==> src/rtl/mlpwm_pkg.sv <==
package mlpwm_pkg;

   localparam int NUM_LV_SW = 5;
   localparam int NUM_BR_SW = 4;

   typedef logic [2:0] level_t;

   localparam logic [NUM_LV_SW-1:0] LV_RESET = 5'b00000;
   localparam logic [NUM_BR_SW-1:0] BR_ZERO  = 4'b0011;
   localparam logic [NUM_BR_SW-1:0] BR_POS   = 4'b1001;
   localparam logic [NUM_BR_SW-1:0] BR_NEG   = 4'b0110;

   // level-stage switch pattern, bit0 = first switch
   function automatic logic [NUM_LV_SW-1:0] lv_pattern(input level_t lvl);
      case (lvl)
         3'd0:    return 5'b01001;
         3'd1:    return 5'b10100;
         3'd2:    return 5'b01001;
         3'd3:    return 5'b00110;
         3'd4:    return 5'b00101;
         default: return 5'b01001;
      endcase
   endfunction

endpackage

==> src/rtl/mlpwm_ref_gen.sv <==
module mlpwm_ref_gen #(
   parameter int PH_W   = 32,
   parameter int LUT_AW = 6,
   parameter int SMP_W  = 16,
   parameter int MI_W   = 16,
   parameter int MAG_W  = 17
) (
   input  logic              clk,
   input  logic              rst,
   input  logic [PH_W-1:0]   step,
   input  logic [MI_W-1:0]   mod_idx,
   output logic [MAG_W-1:0]  mag,
   output logic              neg
);

   localparam int QDEPTH = 2 ** LUT_AW;
   localparam int HALF_N = 2 ** (LUT_AW + 2);
   localparam int AMP    = 2 ** (SMP_W - 1) - 1;
   localparam int PROD_W = SMP_W - 1 + MI_W;
   localparam int SH     = PROD_W - MAG_W;

   initial begin
      AST_CFG_PROD: assert (PROD_W >= MAG_W) else $error("product narrower than magnitude");
      AST_CFG_PHASE: assert (PH_W >= LUT_AW + 2) else $error("phase too narrow for table");
      AST_CFG_RANGE: assert (2 * LUT_AW + SMP_W + 5 < 63) else $error("table arithmetic overflows");
   end

   function automatic logic [SMP_W-2:0] quarter_sine(input int j);
      longint n, x, num, den, v;
      n   = 2 * longint'(j) + 1;
      x   = n * (longint'(HALF_N) - n);
      num = 16 * x * longint'(AMP);
      den = 5 * longint'(HALF_N) * longint'(HALF_N) - 4 * x;
      v   = num / den;
      return v[SMP_W-2:0];
   endfunction

   logic [SMP_W-2:0] rom [QDEPTH];

   for (genvar j = 0; j < QDEPTH; j++) begin : g_rom
      assign rom[j] = quarter_sine(j);
   end

   logic [PH_W-1:0]   ph;
   logic [LUT_AW-1:0] idx;
   logic [SMP_W-2:0]  sample;
   logic [PROD_W-1:0] prod;

   always_ff @(posedge clk) begin
      if (rst) ph <= '0;
      else     ph <= ph + step;
   end

   assign idx    = ph[PH_W-2] ? ~ph[PH_W-3 -: LUT_AW] : ph[PH_W-3 -: LUT_AW];
   assign sample = rom[idx];
   assign prod   = PROD_W'(sample) * PROD_W'(mod_idx);
   assign mag    = MAG_W'(prod >> SH);
   assign neg    = ph[PH_W-1];

endmodule

==> src/rtl/mlpwm_carrier_gen.sv <==
module mlpwm_carrier_gen #(
   parameter int CAR_W          = 16,
   parameter int MULT_W         = 4,
   parameter bit FAST_ZERO_BAND = 1'b1,
   localparam int TRI_W         = CAR_W - 1
) (
   input  logic              clk,
   input  logic              rst,
   input  logic [CAR_W-1:0]  step,
   input  logic [MULT_W-1:0] mult,
   output logic [TRI_W-1:0]  ramp_base,
   output logic [TRI_W-1:0]  ramp_zero,
   output logic              trough
);

   function automatic logic [TRI_W-1:0] to_ramp(input logic [CAR_W-1:0] p);
      return p[CAR_W-1] ? ~p[TRI_W-1:0] : p[TRI_W-1:0];
   endfunction

   logic [CAR_W-1:0] ph;
   logic [CAR_W-1:0] nxt;
   logic             carry;

   assign {carry, nxt} = {1'b0, ph} + {1'b0, step};
   assign trough       = carry;

   always_ff @(posedge clk) begin
      if (rst) ph <= '0;
      else     ph <= nxt;
   end

   assign ramp_base = to_ramp(ph);

   if (FAST_ZERO_BAND) begin : g_fast
      logic [CAR_W-1:0] fast_ph;
      assign fast_ph   = ph * CAR_W'(mult);
      assign ramp_zero = to_ramp(fast_ph);
   end else begin : g_slow
      assign ramp_zero = to_ramp(ph);
   end

   AST_WRAP_SMALL: assert property (@(posedge clk) disable iff (rst)
      trough |=> (ph < $past(step))) else $error("wrap left phase too large");

endmodule

==> src/rtl/mlpwm_level_cmp.sv <==
module mlpwm_level_cmp
   import mlpwm_pkg::*;
#(
   parameter int NUM_BANDS = 4,
   parameter int TRI_W     = 15,
   localparam int KW       = $clog2(NUM_BANDS),
   localparam int MAG_W    = TRI_W + KW
) (
   input  logic             clk,
   input  logic             rst,
   input  logic [MAG_W-1:0] mag,
   input  logic [TRI_W-1:0] ramp_zero,
   input  logic [TRI_W-1:0] ramp_base,
   output level_t           level
);

   logic [NUM_BANDS-1:0] cmp;

   for (genvar k = 0; k < NUM_BANDS; k++) begin : g_band
      logic [TRI_W-1:0] ramp_sel;
      if (k == 0) begin : g_lo
         assign ramp_sel = ramp_zero;
      end else begin : g_hi
         assign ramp_sel = ramp_base;
      end
      assign cmp[k] = mag > {KW'(k), ramp_sel};

      if (k > 0) begin : g_chk
         AST_THERMO: assert property (@(posedge clk) disable iff (rst)
            cmp[k] |-> cmp[k-1]) else $error("band compare not thermometer");
      end
   end

   always_comb begin
      level = '0;
      for (int k = 0; k < NUM_BANDS; k++) level = level + level_t'(cmp[k]);
   end

endmodule

==> src/rtl/mlpwm_gate_dec.sv <==
module mlpwm_gate_dec
   import mlpwm_pkg::*;
(
   input  logic                 clk,
   input  logic                 rst,
   input  level_t               level,
   input  logic                 neg,
   output logic [NUM_LV_SW-1:0] lv_gate,
   output logic [NUM_BR_SW-1:0] br_gate
);

   logic   pol_q;
   level_t lvl_eff;

   assign lvl_eff = (neg != pol_q) ? level_t'(0) : level;

   always_ff @(posedge clk) begin
      if (rst) begin
         pol_q   <= 1'b0;
         lv_gate <= LV_RESET;
         br_gate <= BR_ZERO;
      end else begin
         if (lvl_eff == level_t'(0)) pol_q <= neg;
         lv_gate <= lv_pattern(lvl_eff);
         if (lvl_eff == level_t'(0)) br_gate <= BR_ZERO;
         else if (pol_q)             br_gate <= BR_NEG;
         else                        br_gate <= BR_POS;
      end
   end

   AST_LEG_EXCL: assert property (@(posedge clk) disable iff (rst)
      !((br_gate[0] && br_gate[2]) || (br_gate[1] && br_gate[3]))) else $error("leg shoot-through");

   AST_NO_FLIP_POS: assert property (@(posedge clk) disable iff (rst)
      (br_gate == BR_POS) |=> (br_gate != BR_NEG)) else $error("direct reversal");

   AST_NO_FLIP_NEG: assert property (@(posedge clk) disable iff (rst)
      (br_gate == BR_NEG) |=> (br_gate != BR_POS)) else $error("direct reversal");

   AST_POL_HOLD: assert property (@(posedge clk) disable iff (rst)
      (lvl_eff != level_t'(0)) |=> (pol_q == $past(pol_q))) else $error("polarity moved at nonzero level");

   AST_ZERO_LV: assert property (@(posedge clk) disable iff (rst)
      (br_gate == BR_ZERO && lv_gate != LV_RESET) |-> (lv_gate == lv_pattern(level_t'(0))))
      else $error("zero level with wrong stage pattern");

endmodule

==> src/rtl/mlpwm_gate_gen.sv <==
module mlpwm_gate_gen
   import mlpwm_pkg::*;
#(
   parameter int LEVELS         = 9,
   parameter int PH_W           = 32,
   parameter int LUT_AW         = 6,
   parameter int SMP_W          = 16,
   parameter int MI_W           = 16,
   parameter int CAR_W          = 16,
   parameter int MULT_W         = 4,
   parameter int MULT_MAX       = 8,
   parameter bit FAST_ZERO_BAND = 1'b1
) (
   input  logic                 clk,
   input  logic                 rst,
   input  logic [MI_W-1:0]      mod_index,
   input  logic [PH_W-1:0]      ref_step,
   input  logic [CAR_W-1:0]     car_step,
   input  logic [MULT_W-1:0]    zero_band_mult,
   output logic [NUM_LV_SW-1:0] lv_gate,
   output logic [NUM_BR_SW-1:0] br_gate
);

   localparam int BANDS = (LEVELS - 1) / 2;
   localparam int TRI_W = CAR_W - 1;
   localparam int MAG_W = TRI_W + $clog2(BANDS);

   initial begin
      AST_CFG_LEVELS: assert (LEVELS == 9) else $error("decoder supports nine levels only");
      AST_CFG_MULT: assert (MULT_MAX >= 1 && MULT_MAX < 2 ** MULT_W) else $error("multiple range");
      AST_CFG_CAR: assert (CAR_W >= 4) else $error("carrier phase too narrow");
   end

   logic [MI_W-1:0]   mi_q;
   logic [PH_W-1:0]   rs_q;
   logic [CAR_W-1:0]  cs_q;
   logic [MULT_W-1:0] mult_q;
   logic [MULT_W-1:0] mult_clamped;
   logic              trough;
   logic [TRI_W-1:0]  ramp_base;
   logic [TRI_W-1:0]  ramp_zero;
   logic [MAG_W-1:0]  mag;
   logic              neg;
   level_t            level;

   always_comb begin
      if (zero_band_mult == '0)                     mult_clamped = MULT_W'(1);
      else if (zero_band_mult > MULT_W'(MULT_MAX)) mult_clamped = MULT_W'(MULT_MAX);
      else                                          mult_clamped = zero_band_mult;
   end

   always_ff @(posedge clk) begin
      if (rst || trough) begin
         mi_q   <= mod_index;
         rs_q   <= ref_step;
         cs_q   <= car_step;
         mult_q <= mult_clamped;
      end
   end

   mlpwm_ref_gen #(
      .PH_W(PH_W), .LUT_AW(LUT_AW), .SMP_W(SMP_W), .MI_W(MI_W), .MAG_W(MAG_W)
   ) u_ref (
      .clk(clk), .rst(rst), .step(rs_q), .mod_idx(mi_q), .mag(mag), .neg(neg)
   );

   mlpwm_carrier_gen #(
      .CAR_W(CAR_W), .MULT_W(MULT_W), .FAST_ZERO_BAND(FAST_ZERO_BAND)
   ) u_car (
      .clk(clk), .rst(rst), .step(cs_q), .mult(mult_q),
      .ramp_base(ramp_base), .ramp_zero(ramp_zero), .trough(trough)
   );

   mlpwm_level_cmp #(
      .NUM_BANDS(BANDS), .TRI_W(TRI_W)
   ) u_cmp (
      .clk(clk), .rst(rst), .mag(mag), .ramp_zero(ramp_zero), .ramp_base(ramp_base), .level(level)
   );

   mlpwm_gate_dec u_dec (
      .clk(clk), .rst(rst), .level(level), .neg(neg), .lv_gate(lv_gate), .br_gate(br_gate)
   );

   AST_LOAD_AT_TROUGH: assert property (@(posedge clk) disable iff (rst)
      !trough |=> ($stable(mi_q) && $stable(rs_q) && $stable(cs_q) && $stable(mult_q)))
      else $error("settings changed away from trough");

   AST_MULT_RANGE: assert property (@(posedge clk) disable iff (rst)
      (mult_q != '0) && (mult_q <= MULT_W'(MULT_MAX))) else $error("multiple out of range");

endmodule

==> config.mk <==
export PLATFORM = sky130hd
export DESIGN_NAME = mlpwm_gate_gen
export DESIGN_NICKNAME = d
export VERILOG_FILES = /design/src/rtl/mlpwm_pkg.sv /design/src/rtl/mlpwm_ref_gen.sv /design/src/rtl/mlpwm_carrier_gen.sv /design/src/rtl/mlpwm_level_cmp.sv /design/src/rtl/mlpwm_gate_dec.sv /design/src/rtl/mlpwm_gate_gen.sv
export SDC_FILE = /design/constraint.sdc
export NUM_CORES = 1
export LEC_CHECK = 0
export BUFFER_PORTS_ARGS = -buffer_cell sky130_fd_sc_hd__clkbuf_2
export CORE_ASPECT_RATIO = 0.8
export CORE_MARGIN = 4
export CORE_UTILIZATION = 55
export CTS_BUF_LIST = sky130_fd_sc_hd__clkbuf_4
export DETAILED_ROUTE_END_ITERATION = 10
export PLACE_DENSITY = 0.78
export SLEW_MARGIN = 20
export SYNTH_ARGS = -nofsm -noshare
export SYNTH_HDL_FRONTEND = slang
export SYNTH_SLANG_ARGS = --single-unit
==> constraint.sdc <==
create_clock -name clk -period 23.6 [get_ports clk]
set_input_delay 4.72 -clock clk [delete_from_list [all_inputs] [get_ports clk]]
set_output_delay 4.72 -clock clk [all_outputs]
set_load 0.05 [all_outputs]
## Word-level counts from Yosys, hierarchy flattened

Memories as Yosys holds them, arrays and structs flattened.
Cells that the tools add are included.

- Register bits after elaboration: 126
- ROM bits: 960
- Output and inout bits: 9
- Logic and storage cells: 46
- Memories kept: 1

- $add $sub $neg: 5
- Multipliers: 2
- Order comparisons: 6
- Equality and inequality tests: 4
- Multiplexer cells: 9
- Bitwise gates (word level): 4
- Reduce and logical (&&, ||, !) cells: 5

Memory list:

| memory | words | width | read ports | clocked after Yosys merged registers in | write ports | line | RTL |
|---|---|---|---|---|---|---|---|
| (name not given) | 64 | 15 | 1 | 0 | 0 | mlpwm_ref_gen.sv:55 | `assign sample = rom[idx];` |

Operators with widths:

| cell | count |
|---|---|
| 15-bit two-way mux | 4 |
| 17-bit > comparator | 2 |
| 32-bit adder | 1 |
| 15-bit by 16-bit multiplier with 31-bit output | 1 |
| 15-bit inverter | 2 |
| 16-bit by 16-bit adder with 17-bit output | 1 |
| 17-bit by 15-bit > comparator with 1-bit output | 1 |
| 17-bit by 16-bit > comparator with 1-bit output | 1 |
| 16-bit by 4-bit multiplier with 16-bit output | 1 |
| 5-bit one-hot mux with 3 select lines | 1 |
| 4-bit two-way mux | 2 |
| 7-bit greater-or-equal comparator, second input constant | 1 |
| 6-bit inverter with 7-bit output | 1 |
| 3-bit by 1-bit adder with 3-bit output | 2 |
| 6-bit two-way mux | 1 |
| 6-bit inverter | 1 |
| 4-bit > comparator, second input constant | 1 |
| 4-bit logical NOT | 1 |
| 2-bit OR reduction | 2 |
| 3-bit by 1-bit equality test with 1-bit output, second input constant | 1 |
| 3-bit by 2-bit equality test with 1-bit output, second input constant | 1 |
| 3-bit equality test, second input constant | 1 |
| 3-bit logical NOT | 1 |
| 3-bit two-way mux | 1 |
| other kinds (3) | 3 |

## Longest topological paths before layout

Gate-level depths: netlist of run 1.

- Depth in word-level cells: 14
- Mapped depth: 56
- Mapped depth without buffers: 52

## Cells and area by module

Synthesis of run 1 repeated with hierarchy kept, for this count alone.

- Cells, all modules: 2062
- Area, all modules: 18495.2 sq um

By module, submodules not included:

| module | times used | cells an instance | area an instance (sq um) | seq. area each (sq um) |
|---|---|---|---|---|
| mlpwm_ref_gen | 1 | 1454 | 12054.1 | 640.6 |
| mlpwm_carrier_gen | 1 | 391 | 3214.3 | 320.3 |
| mlpwm_gate_gen | 1 | 74 | 2078.2 | 2042.0 |
| mlpwm_level_cmp | 1 | 115 | 839.6 | 0.0 |
| mlpwm_gate_dec | 1 | 28 | 309.0 | 200.2 |

## Least setup slack after synthesis of run 1

OpenSTA, ideal clock, no wires.

- Kind: register to register
- From: register u_ref.ph[30]
- To: register u_dec.br_gate[2]
- Setup time: 0.111 ns
- Arrival time: 10.670 ns
- Required time: 23.489 ns
- Setup slack: 12.818 ns
- Stages on the path, launching flop included: 50
- Buffers on the path: 7
- Cells stage by stage: dfxtp_1 buf_4 buf_6 buf_2 clkbuf_1 clkbuf_1 buf_1 o221ai_1 a31oi_1 clkbuf_1 nor2b_1 fa_1 inv_1 fa_1 inv_1 fa_1 fa_1 fa_1 (+14 left out) ha_1 nand3_1 nor2_1 o21ai_0 o22a_1 o21ai_0 nor3b_1 mux2_2 nor2_1 nand2_1 o211ai_1 ha_1 fa_1 ha_1 nor3_1 nor2_1 nand3_1 inv_1

- Longest elaborated chain between the ends: 13

Ends and longest elaborated chain:

| item | line | RTL |
|---|---|---|
| from (decl) | mlpwm_ref_gen.sv:44 | `logic [PH_W-1:0] ph;` |
| from (signal assigned) | mlpwm_ref_gen.sv:51 | `else ph <= ph + step;` |
| 6-bit two-way mux * | mlpwm_ref_gen.sv:54 | `assign idx = ph[PH_W-2] ? ~ph[PH_W-3 -: LUT_AW] : ph[PH_W-3 -: LUT_AW];` |
| 6-bit inverter with 7-bit output (implied by the code) * | mlpwm_ref_gen.sv:55 |  |
| memory 64 x 15 bit * | - |  |
| 15-bit two-way mux (implied by the code) * (2 in a row) | mlpwm_ref_gen.sv:55 |  |
| 15-bit by 16-bit multiplier with 31-bit output * | mlpwm_ref_gen.sv:56 | `assign prod = PROD_W'(sample) * PROD_W'(mod_idx);` |
| 17-bit by 15-bit > comparator with 1-bit output or 17-bit by 16-bit > comparator with 1-bit output (tied branches) | mlpwm_level_cmp.sv:26 | `assign cmp[k] = mag > {KW'(k), ramp_sel};` |
| 1-bit by 1-bit adder with 2-bit output | mlpwm_level_cmp.sv:36 | `for (int k = 0; k < NUM_BANDS; k++) level = level + level_t'(cmp[k]);` |
| 3-bit by 1-bit adder with 3-bit output | mlpwm_level_cmp.sv:36 |  |
| 3-bit by 1-bit adder with 3-bit output * | mlpwm_level_cmp.sv:36 |  |
| 3-bit two-way mux * | mlpwm_gate_dec.sv:15 | `assign lvl_eff = (neg != pol_q) ? level_t'(0) : level;` |
| 3-bit logical NOT * | mlpwm_gate_dec.sv:25 | `if (lvl_eff == level_t'(0)) br_gate <= BR_ZERO;` |
| 2-bit OR reduction (no line) * | - |  |
| to (signal assigned) | mlpwm_gate_dec.sv:25 |  |
| to (signal assigned) | mlpwm_gate_dec.sv:26 | `else if (pol_q) br_gate <= BR_NEG;` |
| to (signal assigned) | mlpwm_gate_dec.sv:27 | `else br_gate <= BR_POS;` |
| to (decl) | mlpwm_gate_dec.sv:9 | `output logic [NUM_BR_SW-1:0] br_gate` |

Every way passes the cells marked *; elsewhere a longest branch is shown, timed or not. The select of a mux whose other input is x is not followed.
A chain may end at the register's enable or synchronous reset.

## Worst setup path after layout of run 1

Ends and elaborated chain as after synthesis.

==> summary.txt, run 1 <==
Outcome
  – Status: completed

Logic synthesis
  – Dominant register cell in the synthesized netlist: edfxtp_1
  – Async set-reset flop share out of synthesis: 0%
  – Yosys warns: 0
  – Syn avg cell area: 8.80 um^2
  – Synth Net Count: 2502
  – Seq cells post-synth: 126
  – Number of synthesized flops with an enable pin: 68
  – Unique masters post-synth: 82
  – Sequential share of the synthesized area: 17.9%
  – Gate Count Post-Synth: 2036
  – Mapped Area: 17900 um^2

STA
  – Count of final max-slew check failures: 0
  – Slew margin rel.: 28.9%
  – RSZ-0062 raised after global routing: no
  – Period utilization: 54.3%
  – Fmax: 78.1 MHz
  – Setup TNS: 0 ps
  – Clock skew: 34.6 ps
  – Fin. Hold Viols: 0
  – Final setup fails: 0
  – Final min period: 12810 ps
  – Tightest Pin Transition: 1060 ps

Clocking
  – CTS resizes: 0
  – CTS root buffer: clkbuf_4
  – Worst-Skew Late Latency: 580 ps
  – CTS clock-pin slew for the worst setup and hold paths: 160 ps
  – CTS tree: done
  – CTS HTree Levels: 4
  – # Post-CTS Setup Buffers: 0
  – # clock sinks: 126
  – CTS Hold Bufs: 0
  – CTS buffer count: 17
  – Clock tree buffer depth: 2

Worst setup path
  – Setup crit end kind: flip-flop
  – R2R cell count: 48
  – Arr. time, crit path: 13320 ps
  – R2R Setup Slk: 10790 ps
  – Reg-to-reg endpoint: u_dec.br_gate[2]
  – Reg2reg start: u_ref.ph[30]
  – CP startpoint kind: flip-flop
  – Crit path top cell by count: inv_1
  – Max FO, Critical Path: 64
  – Crit path required time: 24100 ps
  – Critical Path Max Stage Delay: 940 ps
  – Crit path launch: u_ref.ph[30]
  – CP max-delay cell: xnor2_1
  – Crit path capture: u_dec.br_gate[2]
  – Crit Path Category: flip-flop to flip-flop

Floorplan
  – Die span in x: 210 um
  – Die height: 169 um
  – FP Rows: 58
  – I/O pin total: 79
  – Initial Utilization: 56.4%
  – Core Region: 31800 um^2
  – Die area: 35500 um^2

Placement
  – DP HPWL: 33.5 mm
  – Global placement routability congestion: 0.917
  – Port Buf Inserts: 78

Global route
  – Global route overflow: 0
  – First-pass GRT wire length: 73.6 mm
  – Pin count of the biggest net entering global routing: 69
  – Vias in the first global route: 14.8k
  – Tot GR Track Use: 25.2%
  – Initial antenna violation count: 1

Layout
  – Nets: 2529
  – Commonest non-fill, non-tap cell in the layout: inv_1
  – Sequential cell area: 3210 um^2
  – Fraction of layout cells with a size suffix above 1: 8.04%
  – Multi-input gate area: 13300 um^2
  – N_diodes: 0
  – Fillers: 2807
  – Layout area overhead: 5.48%
  – Final Core Density: 59.5%
  – Commonest non-fill, non-tap cells in the layout: inv_1, nand2_1, fa_1

Drt
  – Drc violations: 0
  – Routed wire length: 43.9 mm
  – Pre-antenna DRT Iters: 5
  – Via Count: 14.4k
  – Post-route ant nets: 0
  – Via/cell ratio: 5.78
  – WL/cell: 17.6 um
  – DR iter-0 viols: 999

Worst hold path
  – Hold WC Path Type: flip-flop to flip-flop

Run
  – Max-cap violations: 0
[cells by family after synthesis]
logic type | Yosys count | synth area share (%)
buffers and inverters | 351 | 7.82
adder cells (fa/ha/maj) | 396 | 36.3
multiplexers | 6 | 0.349
XOR/XNOR | 109 | 5.52
AO/OA/AOI/OAI | 354 | 13.1
AND/OR/NAND/NOR | 694 | 19.0
flip-flops | 126 | 17.9
[Yosys cell counts, types with 5 or more instances]
cell type  number  share of area [%]
nor3_1         38                1.1
dfxtp_1        58                6.5
xor2_1         31                1.5
a21o_1         32                1.3
a221oi_1       12               0.59
nand2_1       239                5.0
buf_6           8               0.50
or2_2           5               0.17
buf_1           5               0.10
a211oi_1       16               0.67
nand3_1        18               0.50
nor3b_1        11               0.46
xnor2_1        76                3.7
nand2b_1       34                1.2
a22oi_1         7               0.29
clkbuf_1       66                1.4
a31oi_1        18               0.63
a221o_1         5               0.28
edfxtp_1       68                 11
nor4_1          7               0.24
ha_1          189                 13
and2_1        124                4.3
o22ai_1        11               0.38
o211ai_1       16               0.67
nand4_1        14               0.49
nor2_1        132                2.8
buf_2          13               0.36
o21ai_0        78                2.2
fa_1          207                 23
o21a_1         11               0.46
a21oi_1        85                2.4
inv_1         256                5.4
and3_1         11               0.38
a21boi_0        6               0.25
nor2b_1        41                1.4
o21bai_1       10               0.42
[sequential cells by signal (all words and copies together), names as in the netlist]
name / flops
mi_q: 16
u_car.ph: 16
mult_q: 4
u_dec.lv_gate: 5
rs_q: 32
u_ref.ph: 32
u_dec.br_gate: 4
u_dec.pol_q: 1
cs_q: 16
[critical path, delay by kind of cell (launching register included)]
family / cells / cell delay [ps]
compound gates: 11 / 2850
simple gates: 14 / 2520
flops: 1 / 330
fa+ha+maj: 11 / 4600
buf+inv: 9 / 1100
mux: 1 / 190
xor+xnor: 2 / 1120
[final cells by class]
cell class / count / share of cell area, %
multi-input cells: 1559 / 70.6
flip-flops and latches: 126 / 17.0
inverters: 257 / 5.10
repair buffers: 102 / 3.02
well taps: 420 / 2.78
clock inverters: 15 / 0.881
clock buffers: 17 / 0.675
[worst min path at each step]
stage | startpoint | to | slack (ps) | cells past startpoint
floorplan | u_dec.pol_q | u_dec.br_gate[0] | 430 | 1
global placement | u_dec.pol_q | u_dec.br_gate[0] | 440 | 1
detailed placement | u_dec.pol_q | u_dec.br_gate[0] | 460 | 1
CTS | u_dec.pol_q | u_dec.br_gate[0] | 460 | 1
global route | u_dec.pol_q | u_dec.br_gate[0] | 460 | 1
finish | u_dec.pol_q | u_dec.br_gate[0] | 460 | 1
[per-layer routing]
| metal | global-route usage (%) | vias to the layer above | wire length (um) |
|---|---|---|---|
| li1 | - | 6822 | - |
| met1 | 34.3 | 6884 | 18600 |
| met2 | 40.2 | 596 | 19900 |
| met3 | 6.54 | 117 | 3930 |
| met4 | 7.69 | 2 | 1470 |
| met5 | 0 | - | 10 |
[through the flow]
step | cells | setup WS (ps) | hold slack (ps) | cell area [um^2]
after floorplan | 2036 | 12820 | 427 | 17900
after global placement | 2464 | 11640 | 437 | 18600
after detailed placement | 2464 | 11080 | 464 | 18600
after CTS | 2496 | 11080 | 463 | 18900
after global routing | 2496 | 9900 | 458 | 18900
final | 2496 | 10790 | 459 | 18900
Power of run 1 is left out: the tool's default activity adds up to more than one toggle a clock period on the data nets, which glitch-free logic cannot reach.
==> run 2, diff against run 1 <==
--- a/config.mk
+++ b/config.mk
@@ -5,13 +5,14 @@
 export SDC_FILE = /design/constraint.sdc
 export NUM_CORES = 1
 export LEC_CHECK = 0
+export ABC_AREA = 1
 export BUFFER_PORTS_ARGS = -buffer_cell sky130_fd_sc_hd__clkbuf_2
 export CORE_ASPECT_RATIO = 0.8
 export CORE_MARGIN = 4
 export CORE_UTILIZATION = 55
 export CTS_BUF_LIST = sky130_fd_sc_hd__clkbuf_4
 export DETAILED_ROUTE_END_ITERATION = 10
-export PLACE_DENSITY = 0.78
+export PLACE_DENSITY = 0.81
 export SLEW_MARGIN = 20
 export SYNTH_ARGS = -nofsm -noshare
 export SYNTH_HDL_FRONTEND = slang
==> constraint.sdc (replaced) <==
create_clock -name clk -period 11.3 [get_ports clk]
set_input_delay 2.26 -clock clk [delete_from_list [all_inputs] [get_ports clk]]
set_output_delay 2.26 -clock clk [all_outputs]
set_load 0.05 [all_outputs]
==> run 2 against run 1 <==
Non-clock buffer count decreased by 16. First-iteration DRC count up 17%. Synthesized cell count grew 3.8%. Synthesized area decreased by 5.0%. Count of clock-buffer cells in the layout unchanged. Register-to-register slack worse by 10000 ps. Sequential share of layout area rose by 0.74 points. Critical endpoint is now u_dec.lv_gate[3].
==> summary.txt, run 2 <==
Outcome
  – Status: completed

STA
  – Fin. Hold Viols: 0
  – RSZ-0062 raised after global routing: no
  – Period utilization: 93.9%
  – Fmax: 94.3 MHz
  – Final min period: 10610 ps
  – Count of final max-slew check failures: 0
  – Final hold slack: 461 ps
  – Slew margin rel.: 34.0%
  – Tightest Pin Transition: 990 ps
  – Setup TNS: 0 ps
  – Final setup fails: 0
  – Clock skew: 30.9 ps

Floorplan
  – I/O pin total: 79
  – Die area: 33800 um^2
  – FP Rows: 57
  – Initial Utilization: 55.9%
  – Die height: 165 um
  – Core Region: 30500 um^2
  – Die span in x: 205 um

Worst setup path
  – Critical path buffers and inverters: 8
  – Crit path required time: 11740 ps
  – CP startpoint kind: flip-flop
  – R2R cell count: 48
  – Crit path top cell by count: nand2_1
  – Setup crit end kind: flip-flop
  – Critical Path Max Stage Delay: 540 ps
  – Max FO, Critical Path: 17
  – Critical path's top delay family: adder cells
  – Crit Path Category: flip-flop to flip-flop
  – CP max-delay cell: fa_1
  – Arr. time, crit path: 11040 ps
  – Stages on the worst setup path: 48

Layout
  – Nets: 2639
  – Commonest non-fill, non-tap cell in the layout: nand2_1
  – Layout area overhead: 6.36%
  – Commonest non-fill, non-tap cells in the layout: nand2_1, inv_1, nor2_1
  – N_diodes: 0
  – Biggest regs: rs_q x32, u_ref.ph x32
  – Post-route cell area: 18100 um^2
  – Fillers: 2682
  – Fraction of layout cells with a size suffix above 1: 7.50%

Logic synthesis
  – Post-synth top area share: 24.4%
  – Async set-reset flop share out of synthesis: 0%
  – Gate Count Post-Synth: 2114
  – Synth area leaders: fa_1, ha_1, edfxtp_1
  – Mapped Area: 17000 um^2
  – Synth top cells by count: nand2_1, inv_1, nor2_1
  – Synth Net Count: 2580
  – Yosys warns: 0
  – Syn avg cell area: 8.05 um^2
  – Number of synthesized flops with an enable pin: 68
  – Top-count cell post-synth: nand2_1
  – Unique masters post-synth: 50
  – Biggest area consumer among synthesized cells: fa_1
  – Dominant register cell in the synthesized netlist: edfxtp_1
  – Sequential share of the synthesized area: 18.8%
  – Seq cells post-synth: 126

Global route
  – Tot GR Track Use: 26.9%
  – First-pass GRT wire length: 72.8 mm
  – Initial antenna violation count: 0
  – Global route overflow: 0
  – Vias in the first global route: 14.6k
  – Pin count of the biggest net entering global routing: 69

Drt
  – Drc violations: 0
  – Routed wire length: 43.8 mm
  – DR iter-0 viols: 1170
  – WL/cell: 16.9 um
  – Via/cell ratio: 5.53
  – Post-route ant nets: 0
  – Via Count: 14.4k
  – Pre-antenna DRT Iters: 7

Placement
  – Placed Area: 17800 um^2
  – Global placement routability congestion: 0.976
  – DP HPWL: 35.7 mm
  – Port Buf Inserts: 78

Worst hold path
  – Hold WC Path Type: flip-flop to flip-flop
  – Worst Hold Depth: 1

Clocking
  – Clock tree buffer depth: 2
  – CTS buffer count: 17
  – CTS clock-pin slew for the worst setup and hold paths: 140 ps
  – CTS Hold Bufs: 0
  – CTS root buffer: clkbuf_4
  – CTS HTree Levels: 4
  – # clock sinks: 126
  – Worst-Skew Late Latency: 570 ps
  – CTS tree: done

Run
  – Max-cap violations: 0
## run 2: metal layers
metal	vias up	track usage (%)	wire [um]
met2	666	43.6	19700
met1	6773	37.3	19100
li1	6819	-	-
met4	0	6.70	1090
met5	-	0	0
met3	103	5.88	3930
## run 2: kinds of logic after synthesis
| kind of cell | count (synthesis) | synth area share (%) |
|---|---|---|
| AOI/OAI and AO/OA | 316 | 10.7 |
| adders and majority gates | 396 | 38.3 |
| DFF | 126 | 18.8 |
| xor gates and xnor gates | 67 | 3.45 |
| and+or+nand+nor | 765 | 18.7 |
| buffers and inverters | 444 | 10.1 |
## run 2: per-stage QoR
step | utilization (%) | instances | worst slack [ps]
final | 59.4 | 2599 | 694
after global routing | 59.4 | 2599 | 10.7
after CTS | 59.4 | 2599 | 569
after detailed placement | 58.4 | 2567 | 597
after global placement | 58.4 | 2567 | 792
after floorplan | - | 2114 | 2110
## run 2: path summary, 6_finish.rpt
path	start	end	slack, ps
worst min register to register	u_dec.pol_q	u_dec.br_gate[0]	460
worst max-delay path	u_ref.ph[30]	u_dec.lv_gate[3]	690
worst min-delay path	u_dec.pol_q	u_dec.br_gate[0]	460
worst max register to register	u_ref.ph[30]	u_dec.lv_gate[3]	690
## run 2: what timing repair did
action                                  4_1_cts  5_1_grt
buffers inserted                              0        0
endpoints found under the setup margin        0        8
resized for setup                             0        1
## run 2: layout make-up
class	instances	area [um^2]	share of cell area, %
inverter	398	1490	8.26
clock inverter	15	196	1.09
timing repair buffer	86	450	2.49
sequential	126	3200	17.7
tap	413	517	2.86
clock buffer	17	128	0.705
multi-input combinational	1544	12100	66.9
Power of run 2 is left out for the same reason.
==> run 3, diff against run 2 <==
--- a/config.mk
+++ b/config.mk
@@ -13,6 +13,7 @@
 export CTS_BUF_LIST = sky130_fd_sc_hd__clkbuf_4
 export DETAILED_ROUTE_END_ITERATION = 10
 export PLACE_DENSITY = 0.81
+export RECOVER_POWER = 25
 export SLEW_MARGIN = 20
 export SYNTH_ARGS = -nofsm -noshare
 export SYNTH_HDL_FRONTEND = slang
==> run 3 against run 2 <==
Worst setup slack got worse by 4.1 ps. Count of clock-buffer cells in the layout did not move. Fmax barely moved. Core utilization barely moved. Design area barely moved. Sequential share of layout area barely moved. Via count barely moved. First-iteration DRC count rose by 0.26%. Clock skew barely moved. Wire length barely moved. Sequential cell count did not move.
==> summary.txt, run 3 (synthesis results as in run 2) <==
Outcome
  – Status: completed

Layout
  – Commonest non-fill, non-tap cells in the layout: nand2_1, inv_1, nor2_1
  – Biggest regs: rs_q x32, u_ref.ph x32
  – N_diodes: 0
  – Nets: 2639
  – Fraction of layout cells with a size suffix above 1: 7.41%
  – Layout area overhead: 6.35%
  – Commonest non-fill, non-tap cell in the layout: nand2_1

STA
  – Count of final max-slew check failures: 0
  – RSZ-0062 raised after global routing: no
  – Final min period: 10610 ps
  – Period utilization: 93.9%
  – Fin. Hold Viols: 0
  – Clock skew: 30.9 ps
  – Setup TNS: 0 ps
  – Final setup fails: 0
  – Tightest Pin Transition: 990 ps
  – Slew margin rel.: 34.0%
  – Fmax: 94.2 MHz

Worst setup path
  – Crit path required time: 11740 ps
  – CP max-delay cell: fa_1
  – CP startpoint kind: flip-flop
  – Max FO, Critical Path: 17
  – Critical Path Max Stage Delay: 540 ps
  – Crit Path Category: flip-flop to flip-flop
  – Arr. time, crit path: 11050 ps
  – Setup crit end kind: flip-flop
  – Crit path top cell by count: nand2_1

Drt
  – Via Count: 14.4k
  – Via/cell ratio: 5.52
  – DR iter-0 viols: 1173
  – Routed wire length: 43.8 mm
  – Drc violations: 0
  – WL/cell: 16.9 um
  – Pre-antenna DRT Iters: 6
  – Post-route ant nets: 0

Floorplan
  – Initial Utilization: 55.9%
  – Die span in x: 205 um
  – Die area: 33800 um^2
  – I/O pin total: 79
  – Core Region: 30500 um^2
  – FP Rows: 57
  – Die height: 165 um

Run
  – Max-cap violations: 0

Global route
  – First-pass GRT wire length: 72.8 mm
  – Vias in the first global route: 14.6k
  – Tot GR Track Use: 26.9%
  – Global route overflow: 0
  – Initial antenna violation count: 0
  – Pin count of the biggest net entering global routing: 69

Worst hold path
  – Hold WC Path Type: flip-flop to flip-flop

Placement
  – DP HPWL: 35.7 mm
  – Global placement routability congestion: 0.976
  – Port Buf Inserts: 78

Clocking
  – CTS buffer count: 17
  – CTS Hold Bufs: 0
  – CTS resizes: 0
  – Worst-Skew Late Latency: 570 ps
  – Clock tree buffer depth: 2
  – CTS HTree Levels: 4
  – # Post-CTS Setup Buffers: 0
  – CTS tree: done
  – CTS root buffer: clkbuf_4
  – # clock sinks: 126
  – CTS clock-pin slew for the worst setup and hold paths: 140 ps
run 3: changes by cell type in the layout (fill, tap and decap cells not counted):
cell	previous run	this run
clkbuf_1	0	2
clkbuf_2	78	76
run 3: path summary, 6_finish.rpt:
path,start,to,slack [ps],depth (start not counted)
max,u_ref.ph[30],u_dec.lv_gate[3],690,48
min,u_dec.pol_q,u_dec.br_gate[0],460,1
max reg2reg,u_ref.ph[30],u_dec.lv_gate[3],690,48
min reg2reg,u_dec.pol_q,u_dec.br_gate[0],460,1
run 3: through the flow:
stage	cell area [um^2]	std cells	utilization [%]	worst slack [ps]	hold WS (ps)
3_5_place_dp	17800	2567	58.4	597	436
6_report	18100	2599	59.4	690	461
4_1_cts	18100	2599	59.4	569	462
5_1_grt	18100	2599	59.4	10.7	498
2_1_floorplan	17000	2114	-	2110	409
3_3_place_gp	17800	2567	58.4	792	422
run 3: metal layers:
layer  track usage [%]  routed length [um]
met1              37.3               19100
met5                 0                   0
met3              5.88                3910
met2              43.6               19700
met4              6.70                1060
run 3: worst max-delay path: cells and delay by family, from the launching register on:
kind | cells | cell delay (ps)
buffers and inverters | 8 | 1080
xor gates and xnor gates | 1 | 310
adders and majority gates | 11 | 4730
DFF | 1 | 410
and+or+nand+nor | 21 | 2570
AOI/OAI and AO/OA | 7 | 1380
run 3: layout make-up:
class / instances / area, um^2
Multi-Input combinational cell: 1544 / 12100
Timing Repair Buffer: 86 / 448
Inverter: 398 / 1490
Tap cell: 413 / 517
Clock buffer: 17 / 128
Fill cell: 2682 / 12400
Clock inverter: 15 / 196
Sequential cell: 126 / 3200
Power of run 3 is left out for the same reason.
